**src/rtl/hdx_tx_pkg.sv**
```systemverilog
// Package: shared state type and status-word bit positions for the
// half-duplex transmit retry controller.
package hdx_tx_pkg;
    typedef enum logic [1:0] {
        ST_IDLE    = 2'd0,
        ST_SEND    = 2'd1,
        ST_BACKOFF = 2'd2
    } tx_state_t;

    localparam int TSV_W          = 32;
    localparam int TSV_ABORT_BIT  = 31;
    localparam int TSV_OK_BIT     = 30;
    localparam int TSV_LATE_BIT   = 29;
    localparam int TSV_EXC_BIT    = 28;
    localparam int TSV_COLL_LSB   = 16;
    localparam int TSV_COLL_W     = 5;
    localparam int TSV_BYTES_W    = 16;
endpackage

```
**src/rtl/hdx_sat_ctr.sv**
```systemverilog
// Saturating up-counter with synchronous clear.
// Assumes: clear has priority over increment; holds at all-ones.
module hdx_sat_ctr #(
    parameter int W = 8
) (
    input  logic         clk,
    input  logic         rst_n,
    input  logic         clr,
    input  logic         inc,
    output logic [W-1:0] cnt
);
    // Count events, stop at the top value.
    always_ff @(posedge clk) begin
        if (!rst_n || clr)
            cnt <= '0;
        else if (inc && (cnt != {W{1'b1}}))
            cnt <= cnt + W'(1);
    end
endmodule

```
**src/rtl/hdx_tx_seq.sv**
```systemverilog
// Transmit sequencer: idle / sending / backoff, with one-cycle event
// outputs for the datapath. Assumes the early/late decision and the
// last-attempt indication are computed outside from registered counts.
// Priority inside a frame: soft reset, host cancel, collision, frame end.
module hdx_tx_seq
    import hdx_tx_pkg::*;
(
    input  logic      clk,
    input  logic      rst_n,
    input  logic      soft_rst,
    input  logic      req_set,
    input  logic      req_clr,
    input  logic      coll,
    input  logic      frame_end,
    input  logic      bo_done,
    input  logic      early,
    input  logic      last_try,
    output tx_state_t state,
    output logic      ev_start,
    output logic      ev_restart,
    output logic      ev_backoff,
    output logic      ev_done,
    output logic      ev_late,
    output logic      ev_excess
);
    tx_state_t nxt;

    // Next-state and event decode.
    always_comb begin
        nxt        = state;
        ev_start   = 1'b0;
        ev_restart = 1'b0;
        ev_backoff = 1'b0;
        ev_done    = 1'b0;
        ev_late    = 1'b0;
        ev_excess  = 1'b0;
        if (soft_rst) begin
            nxt = ST_IDLE;
        end else begin
            case (state)
                ST_IDLE: begin
                    if (req_set) begin
                        nxt      = ST_SEND;
                        ev_start = 1'b1;
                    end
                end
                ST_SEND: begin
                    if (req_clr) begin
                        nxt = ST_IDLE;
                    end else if (coll) begin
                        if (!early) begin
                            ev_late = 1'b1;
                            nxt     = ST_IDLE;
                        end else if (last_try) begin
                            ev_excess = 1'b1;
                            nxt       = ST_IDLE;
                        end else begin
                            ev_backoff = 1'b1;
                            nxt        = ST_BACKOFF;
                        end
                    end else if (frame_end) begin
                        ev_done = 1'b1;
                        nxt     = ST_IDLE;
                    end
                end
                ST_BACKOFF: begin
                    if (req_clr) begin
                        nxt = ST_IDLE;
                    end else if (bo_done) begin
                        nxt        = ST_SEND;
                        ev_restart = 1'b1;
                    end
                end
                default: nxt = ST_IDLE;
            endcase
        end
    end

    // State register.
    always_ff @(posedge clk) begin
        if (!rst_n)
            state <= ST_IDLE;
        else
            state <= nxt;
    end
endmodule

```
**src/rtl/hdx_tx_retry_ctrl.sv**
```systemverilog
// Top: half-duplex transmit collision retry controller.
// Holds the late-collision threshold, the done/error flags and the
// status word; counts bytes per attempt and collisions per frame.
// Assumes byte_stb only matters while tx_go is high, and that a strobe
// in the same cycle as a collision or frame end is not counted.
module hdx_tx_retry_ctrl
    import hdx_tx_pkg::*;
#(
    parameter int CNT_W      = 11,
    parameter int THR_RESET  = 64,
    parameter int MAX_TRIES  = 16
) (
    input  logic             clk,
    input  logic             rst_n,
    input  logic             req_set,
    input  logic             req_clr,
    input  logic             tx_soft_rst,
    input  logic             flag_clr,
    input  logic             thr_we,
    input  logic [CNT_W-1:0] thr_in,
    input  logic             byte_stb,
    input  logic             frame_end,
    input  logic             coll,
    input  logic             bo_done,
    output logic             req,
    output logic             tx_go,
    output logic             bo_start,
    output logic             done_flag,
    output logic             err_flag,
    output logic [CNT_W-1:0] thr_q,
    output logic [TSV_W-1:0] tsv
);
    localparam int CW = $clog2(MAX_TRIES + 1);

    tx_state_t        state;
    logic             ev_start, ev_restart, ev_backoff;
    logic             ev_done, ev_late, ev_excess;
    logic [CNT_W-1:0] byte_cnt;
    logic [CW-1:0]    coll_cnt;
    logic             early, last_try;
    logic [TSV_W-1:0] tsv_nxt;

    assign early    = (byte_cnt <= thr_q);
    assign last_try = (coll_cnt == CW'(MAX_TRIES - 1));

    hdx_tx_seq seq_i (
        .clk        (clk),
        .rst_n      (rst_n),
        .soft_rst   (tx_soft_rst),
        .req_set    (req_set),
        .req_clr    (req_clr),
        .coll       (coll),
        .frame_end  (frame_end),
        .bo_done    (bo_done),
        .early      (early),
        .last_try   (last_try),
        .state      (state),
        .ev_start   (ev_start),
        .ev_restart (ev_restart),
        .ev_backoff (ev_backoff),
        .ev_done    (ev_done),
        .ev_late    (ev_late),
        .ev_excess  (ev_excess)
    );

    hdx_sat_ctr #(.W(CNT_W)) byte_ctr_i (
        .clk   (clk),
        .rst_n (rst_n),
        .clr   (tx_soft_rst | ev_start | ev_restart),
        .inc   (byte_stb && (state == ST_SEND) && !coll && !frame_end),
        .cnt   (byte_cnt)
    );

    hdx_sat_ctr #(.W(CW)) coll_ctr_i (
        .clk   (clk),
        .rst_n (rst_n),
        .clr   (ev_start),
        .inc   (ev_backoff),
        .cnt   (coll_cnt)
    );

    assign req   = (state != ST_IDLE);
    assign tx_go = (state == ST_SEND);

    // Late-collision threshold register.
    always_ff @(posedge clk) begin
        if (!rst_n)
            thr_q <= CNT_W'(THR_RESET);
        else if (thr_we)
            thr_q <= thr_in;
    end

    // Backoff start pulse, one cycle after an early collision.
    always_ff @(posedge clk) begin
        if (!rst_n)
            bo_start <= 1'b0;
        else
            bo_start <= ev_backoff;
    end

    // Flags: a setting event wins over a clear in the same cycle.
    always_ff @(posedge clk) begin
        if (!rst_n) begin
            done_flag <= 1'b0;
            err_flag  <= 1'b0;
        end else begin
            done_flag <= ev_done | (done_flag & ~flag_clr);
            err_flag  <= ev_late | ev_excess | (err_flag & ~flag_clr);
        end
    end

    // Status word contents for the frame that is finishing now.
    always_comb begin
        tsv_nxt = '0;
        tsv_nxt[TSV_BYTES_W-1:0] = TSV_BYTES_W'(byte_cnt);
        tsv_nxt[TSV_COLL_LSB +: TSV_COLL_W] = ev_done ?
            TSV_COLL_W'(coll_cnt) : TSV_COLL_W'(coll_cnt + CW'(1));
        tsv_nxt[TSV_OK_BIT]    = ev_done;
        tsv_nxt[TSV_ABORT_BIT] = ev_late | ev_excess;
        tsv_nxt[TSV_LATE_BIT]  = ev_late;
        tsv_nxt[TSV_EXC_BIT]   = ev_excess;
    end

    // Status word register, written only when a frame finishes.
    always_ff @(posedge clk) begin
        if (!rst_n)
            tsv <= '0;
        else if (ev_done | ev_late | ev_excess)
            tsv <= tsv_nxt;
    end
endmodule

```
**config.mk**
```make
export PLATFORM = sky130hd
export DESIGN_NAME = hdx_tx_retry_ctrl
export DESIGN_NICKNAME = d
export VERILOG_FILES = /design/src/rtl/hdx_tx_pkg.sv /design/src/rtl/hdx_sat_ctr.sv /design/src/rtl/hdx_tx_seq.sv /design/src/rtl/hdx_tx_retry_ctrl.sv
export SDC_FILE = /design/constraint.sdc
export NUM_CORES = 1
export LEC_CHECK = 0
export BUFFER_PORTS_ARGS = -buffer_cell sky130_fd_sc_hd__clkbuf_2
export CAP_MARGIN = 20
export CORE_MARGIN = 5
export CORE_UTILIZATION = 47
export DETAILED_ROUTE_END_ITERATION = 10
export PLACE_DENSITY = 0.86
export REMOVE_ABC_BUFFERS = 1
export SYNTH_ARGS = -nofsm -noshare
export SYNTH_HDL_FRONTEND = slang
export SYNTH_SLANG_ARGS = --single-unit
```
**constraint.sdc**
```tcl
create_clock -name clk -period 2.3 [get_ports clk]
set_input_delay 0 -clock clk [delete_from_list [all_inputs] [get_ports clk]]
set_output_delay 0 -clock clk [all_outputs]
set_load 0.02 [all_outputs]
```
# After elaboration in Yosys (flattened, before gate mapping)
# Index checks and enable logic that the tools add are counted.
dict set report word_totals {
  wordCells 83
  romBits 0
  memories 0
  output_inout_bits 48
  inputBits 22
  reg_bits 52
  mem_bits_rw 0
  latch_bits 0
}
dict set report op_classes {
  n_reduce_logical 14
  n_addsub 2
  mux 39
  bitwise_logic 11
  magnitude_cmp 1
  multipliers 0
  div 0
  n_eq_ne 8
  shifts 0
}
# op n
set ops {}
lappend ops {{$mux 1} 29}
lappend ops {{$mux 2} 8}
lappend ops {{$add 11x1->11 const B} 1}
lappend ops {{$le 11x11->1} 1}
lappend ops {{$ne 11x11->1 const B} 1}
lappend ops {{$or 1x1->1} 7}
lappend ops {{$pmux 2 s3} 1}
lappend ops {{$add 5x1->5 const B} 1}
lappend ops {{$eq 5x4->1 const B} 1}
lappend ops {{$logic_and 1x1->1} 5}
lappend ops {{$mux 5} 1}
lappend ops {{$ne 5x5->1 const B} 1}
lappend ops {{$ne 4x4->1 const B} 1}
lappend ops {{$logic_not 1->1} 3}
lappend ops {{$ne 3x3->1 const B} 1}
lappend ops {{$reduce_and 3->1} 1}
lappend ops {{$and 1x1->1} 2}
lappend ops {{$eq 2x1->1 const B} 1}
lappend ops {{$eq 2x2->1 const B} 1}
lappend ops {{$logic_not 2->1} 1}
lappend ops {{$logic_or 1x1->1} 2}
lappend ops {{$ne 2x2->1 const B} 1}
lappend ops {{$not 1->1} 2}
lappend ops {{$reduce_bool 2->1} 1}
lappend ops {{$reduce_or 2->1} 1}

# Longest topological paths before layout
dict set report logic_depth {
  word_depth 9
  mapped_depth 9
  ltp_nobuf 8
}

# Cells and area by module
# From an unflattened synthesis, not the netlist that was laid out.
dict set report unflattened {
  cells_unflattened 310
  hier_area_um2 2817.7
}
# module cells_per_inst area_per_inst_um2 seq_area_each_um2 n_inst
set modules_own_cells {}
lappend modules_own_cells {hdx_tx_retry_ctrl 197 1816.7 680.7 1}
lappend modules_own_cells {{hdx_sat_ctr (byte_ctr_i)} 66 546.8 220.2 1}
lappend modules_own_cells {{hdx_sat_ctr (coll_ctr_i)} 26 239.0 100.1 1}
lappend modules_own_cells {hdx_tx_seq 21 215.2 40.0 1}

# Least setup slack after synthesis
# No wires, ideal clock.
dict set report synth_timing {
  kind {register to register}
  from {register coll_ctr_i.cnt[0]}
  to {register coll_ctr_i.cnt[3]}
  arrival_ns 2.173
  path_stages_with_launch 9
  period_less_slack_ns 2.246
  n_path_buf 0
  slack_ns 0.054
  setup_time_ns 0.072
  required_ns 2.228
  cell_sequence {dfxtp_1 -> ha_1 -> and3_1 -> ha_1 -> or2_2 -> a2111oi_4 -> o21ai_2 -> or3_1 -> a21oi_1}
}
dict set report synth_via {
  elab_chain_cells 8
  word_cells_on_any_way 10
  classes_between {add/sub: 1; eq/ne: 2; mux: 6; reduce/logical: 1}
}
# element line
set synth_rtl {}
lappend synth_rtl {{start: declaration} hdx_sat_ctr.sv:10} ;# output logic [W-1:0] cnt
lappend synth_rtl {{start signal: assignment} hdx_sat_ctr.sv:17} ;# cnt <= cnt + W'(1);
lappend synth_rtl {{$eq 5x4->1} hdx_tx_retry_ctrl.sv:44} ;# assign last_try = (coll_cnt == CW'(MAX_TRIES - 1));
lappend synth_rtl {{$mux 1} hdx_tx_seq.sv:54} ;# end else if (last_try) begin
lappend synth_rtl {{$mux 1} hdx_tx_seq.sv:51} ;# if (!early) begin
lappend synth_rtl {{$mux 1} hdx_tx_seq.sv:50} ;# end else if (coll) begin
lappend synth_rtl {{$mux 1} hdx_tx_seq.sv:48} ;# if (req_clr) begin
lappend synth_rtl {{$mux 1} hdx_tx_seq.sv:40} ;# case (state)
lappend synth_rtl {{$mux 1} hdx_tx_seq.sv:37} ;# if (soft_rst) begin
lappend synth_rtl {{$logic_and 1x1->1} hdx_sat_ctr.sv:16} ;# else if (inc && (cnt != {W{1'b1}}))
# Several ways; a longest one is shown, not always the timed one.
# A chain may end at the register's enable or synchronous reset.

# Worst setup path after layout
dict set report layout_timing {
  from {register thr_q[10]}
  to {register tsv[9]}
}
dict set report layout_via {
  elab_chain_cells 8
  word_cells_on_any_way 13
  classes_between {order compare: 1; mux: 10; bitwise: 2}
}
# element line
set layout_rtl {}
lappend layout_rtl {{start: declaration} hdx_tx_retry_ctrl.sv:30} ;# output logic [CNT_W-1:0] thr_q,
lappend layout_rtl {{start signal: assignment} hdx_tx_retry_ctrl.sv:88} ;# thr_q <= CNT_W'(THR_RESET);
lappend layout_rtl {{start signal: assignment} hdx_tx_retry_ctrl.sv:90} ;# thr_q <= thr_in;
lappend layout_rtl {{$le 11x11->1 (*)} hdx_tx_retry_ctrl.sv:43} ;# assign early = (byte_cnt <= thr_q);
lappend layout_rtl {{$mux 1} hdx_tx_seq.sv:51}
lappend layout_rtl {{$mux 1} hdx_tx_seq.sv:50}
lappend layout_rtl {{$mux 1} hdx_tx_seq.sv:48}
lappend layout_rtl {{$mux 1} hdx_tx_seq.sv:40}
lappend layout_rtl {{$mux 1} hdx_tx_seq.sv:37}
lappend layout_rtl {{$or 1x1->1} hdx_tx_retry_ctrl.sv:128} ;# else if (ev_done | ev_late | ev_excess)
lappend layout_rtl {{$or 1x1->1 (*)} hdx_tx_retry_ctrl.sv:128}
lappend layout_rtl {{end signal: assignment} hdx_tx_retry_ctrl.sv:129} ;# tsv <= tsv_nxt;
lappend layout_rtl {{end: declaration} hdx_tx_retry_ctrl.sv:31} ;# output logic [TSV_W-1:0] tsv
# Every way passes the cells marked *; elsewhere a longest branch is shown, timed or not.

==> impl_metrics.tcl <==
set metrics [dict create \
    worst-setup-path-type "reg -> reg" \
    synth_area_per_cell_um2 8.92 \
    synth_cell_type_count 46 \
    fin_ws_ps -86.3 \
    remaining_drc_errors 0 \
    syn_inst 294 \
    end_kind "flip-flop" \
    area_growth_syn_to_layout_pct 38.0 \
    grt_max_degree 25 \
    start_kind "flip-flop" \
    drt_pass1_iterations 4 \
    finalCritPeriodShare_pct 104 \
    cts-buffers-inserted 5 \
    drt_iter0_drc 103 \
    ys_warn_count 0 \
    fin_util_pct 66.1 \
    min_path_type "in -> reg" \
    violations "setup timing" \
    yosys_most_used_dff "dfxtp_1" \
    gp_congestion 0.849 \
    ys_top_cells_by_area "dfxtp_1, mux2i_1, ha_1" \
    maxSlewViolCount 0 \
    hold_viol 0 \
    antenna_found_initial 0 \
    p_comb_share_pct 12.4 \
    gr-total-overflow 0 \
    grt_pass1_wl_mm 10.5 \
    max_freq_mhz 419 \
    drtAntennaViolNets 0 \
    p_int_mw 1.37 \
    power.leakage_nw 1.60 \
    first_global_vias 2314 \
    synth-seq-cells 52 \
    relSlewSlack_pct 53.9 \
    peakVddDrop_mv 0.494 \
    die_w_um 84.7 \
    synth_top_area_share_pct 39.7 \
    fin_nets 428 \
    async_flop_share_pct 0 \
    wl_mm 7.15 \
    power.switching_uw 454 \
    power_frac_seq_pct 50.9 \
    rsz0062_at_grt "yes" \
    layout-drive-gt1-share_pct 38.0 \
    clk_path_buf_depth 2 \
    design.core.area_um2 5470 \
    layout_common_cells "clkbuf_2, dfxtp_1, nand2_1, nor2_1, buf_4" \
    hold_path_depth 4 \
    worstPathMaxFanout 5 \
    clkSinkCount 52 \
    via_per_inst 5.21 \
    fp.dieH_um 84.7 \
    clockRootBuffer "clkbuf_8" \
    p_sw_share_pct 25.0 \
    setup_viol 16 \
    reg2reg_slack_ps -90 \
    wl_per_cell_um 15.4 \
    ys_seq_area_share_pct 39.7 \
    worst_slew_pin_slew_ps 685 \
    grt_use_total_pct 17.7 \
    num_rows 27 \
    clkSlewWorstSetupHoldPaths_ps 100 \
    powerDensity_nw_per_um2 503 \
    crit_required_ps 2500 \
    fin_skew_ps 11.1 \
    status "finished with violations" \
    maxCapViolCount 0 \
    min_period_ps 2390 \
    power_frac_clock_pct 36.7 \
    reg2reg_depth 11 \
    syn_area_um2 2620 \
    cts_tree "built" \
    io_buffers 57 \
    yosys.area.top_type "dfxtp_1" \
    vias 2416 \
    synth_edf_count 0 \
    design_area_um2 3620 \
    diodes 0 \
    h-tree-depth 2 \
    clock_latency_ps 310 \
    cp.arrival_ps 2590 \
    start_util_pct 47.9 \
    place_area_um2 3030 \
    dp_hpwl_mm 4.61 \
    die-area_um2 7180 \
    final_common_cell "clkbuf_2" \
    ios 70 \
]
==> Yosys cell counts (3+ instances only) <==
library cell	instances
clkbuf_1	6
a21oi_2	3
nand2_1	34
inv_1	16
and3_1	4
nand3b_1	4
nor3_1	3
dfxtp_1	52
ha_1	15
nand4_1	5
nor2b_1	3
o21ai_0	5
nand2b_1	5
nand3_1	8
xor2_1	7
xnor2_1	4
o211ai_1	4
and4_1	3
a21oi_1	12
or2_2	3
buf_4	12
nor2_1	34
mux2i_1	24
==> per-layer routing <==
metal / wire length, um / global-route usage [%]
met1: 2920 / 21.1
met5: 0 / 0
met2: 3730 / 31.7
met3: 372 / 3.83
met4: 133 / 5.04
==> repair_timing <==
action	CTS	global route
pin swaps	6	15
cloned	0	1
hold buffers	13	0
gates resized for setup	6	42
endpoints found under the setup margin	4	22
hold endpoints to repair	13	0
setup buffers	4	11
==> state kept, by name (all words and copies together), names as in the netlist <==
name and flops:
thr_q 11, tsv 20, byte_ctr_i.cnt 11, bo_start 1
err_flag 1, done_flag 1, coll_ctr_i.cnt 5, seq_i.state 2
==> path summary, 6_finish.rpt <==
kind / startpoint / to
setup / recovery: thr_q[10]$_SDFFE_PN0P_ / tsv[9]$_SDFFE_PN0P_
hold / removal: frame_end / seq_i.state[0]$_SDFFE_PP0P_
hold reg to reg: tsv[9]$_SDFFE_PN0P_ / tsv[9]$_SDFFE_PN0P_
setup reg to reg: thr_q[10]$_SDFFE_PN0P_ / tsv[9]$_SDFFE_PN0P_
==> per-stage QoR <==
| stage | total power, mW | setup TNS, ps | cells | setup WS [ps] | hold WS [ps] |
|---|---|---|---|---|---|
| floorplan | 1.04 | -2370 | 283 | -199 | 98.6 |
| global placement | 1.11 | 0 | 428 | 90.7 | 235 |
| detailed placement | 1.11 | -83.3 | 428 | -47.6 | 243 |
| CTS | 1.79 | -1.48 | 453 | -1.48 | 4.95 |
| global route | 1.89 | -2980 | 464 | -177 | 21.1 |
| finish | 1.82 | -860 | 464 | -86.3 | 13.7 |
==> critical path, cell delays in order, from the launching register on <==
cell	delay, ps
dfxtp_2	370
inv_2	50
ha_4	260
nand4_1	200
a211oi_4	350
a2111oi_4	90
buf_4	170
nor3_4	300
buf_6	150
nor2_4	50
clkbuf_16	180
mux2i_1	110
==> area by class of cell <==
class | instances | area, um^2
Fill cell | 425 | 1850
Multi-Input combinational cell | 214 | 1590
Sequential cell | 52 | 1060
Timing Repair Buffer | 101 | 693
Tap cell | 72 | 90.1
Clock buffer | 6 | 82.6
Inverter | 17 | 63.8
Clock inverter | 2 | 38.8
==> power groups by stage <==
| stage | registers, mW | clock network [mW] | logic [mW] |
|---|---|---|---|
| floorplan | 0.957 | 0 | 0.0856 |
| global placement | 0.943 | 0 | 0.165 |
| detailed placement | 0.944 | 0 | 0.171 |
| CTS | 0.923 | 0.675 | 0.194 |
| global route | 0.929 | 0.716 | 0.243 |
| finish | 0.926 | 0.667 | 0.226 |
==> kinds of logic after synthesis <==
group | Yosys count | share of synthesized area (%)
compound gates | 38 | 10.6
xor+xnor | 11 | 3.67
fa+ha+maj | 15 | 7.15
buf+inv | 39 | 7.87
flops | 52 | 39.7
mux | 25 | 9.59
other cells | 1 | 0.143
simple gates | 113 | 21.3
Note: power is estimated with default switching activity, not from simulation.
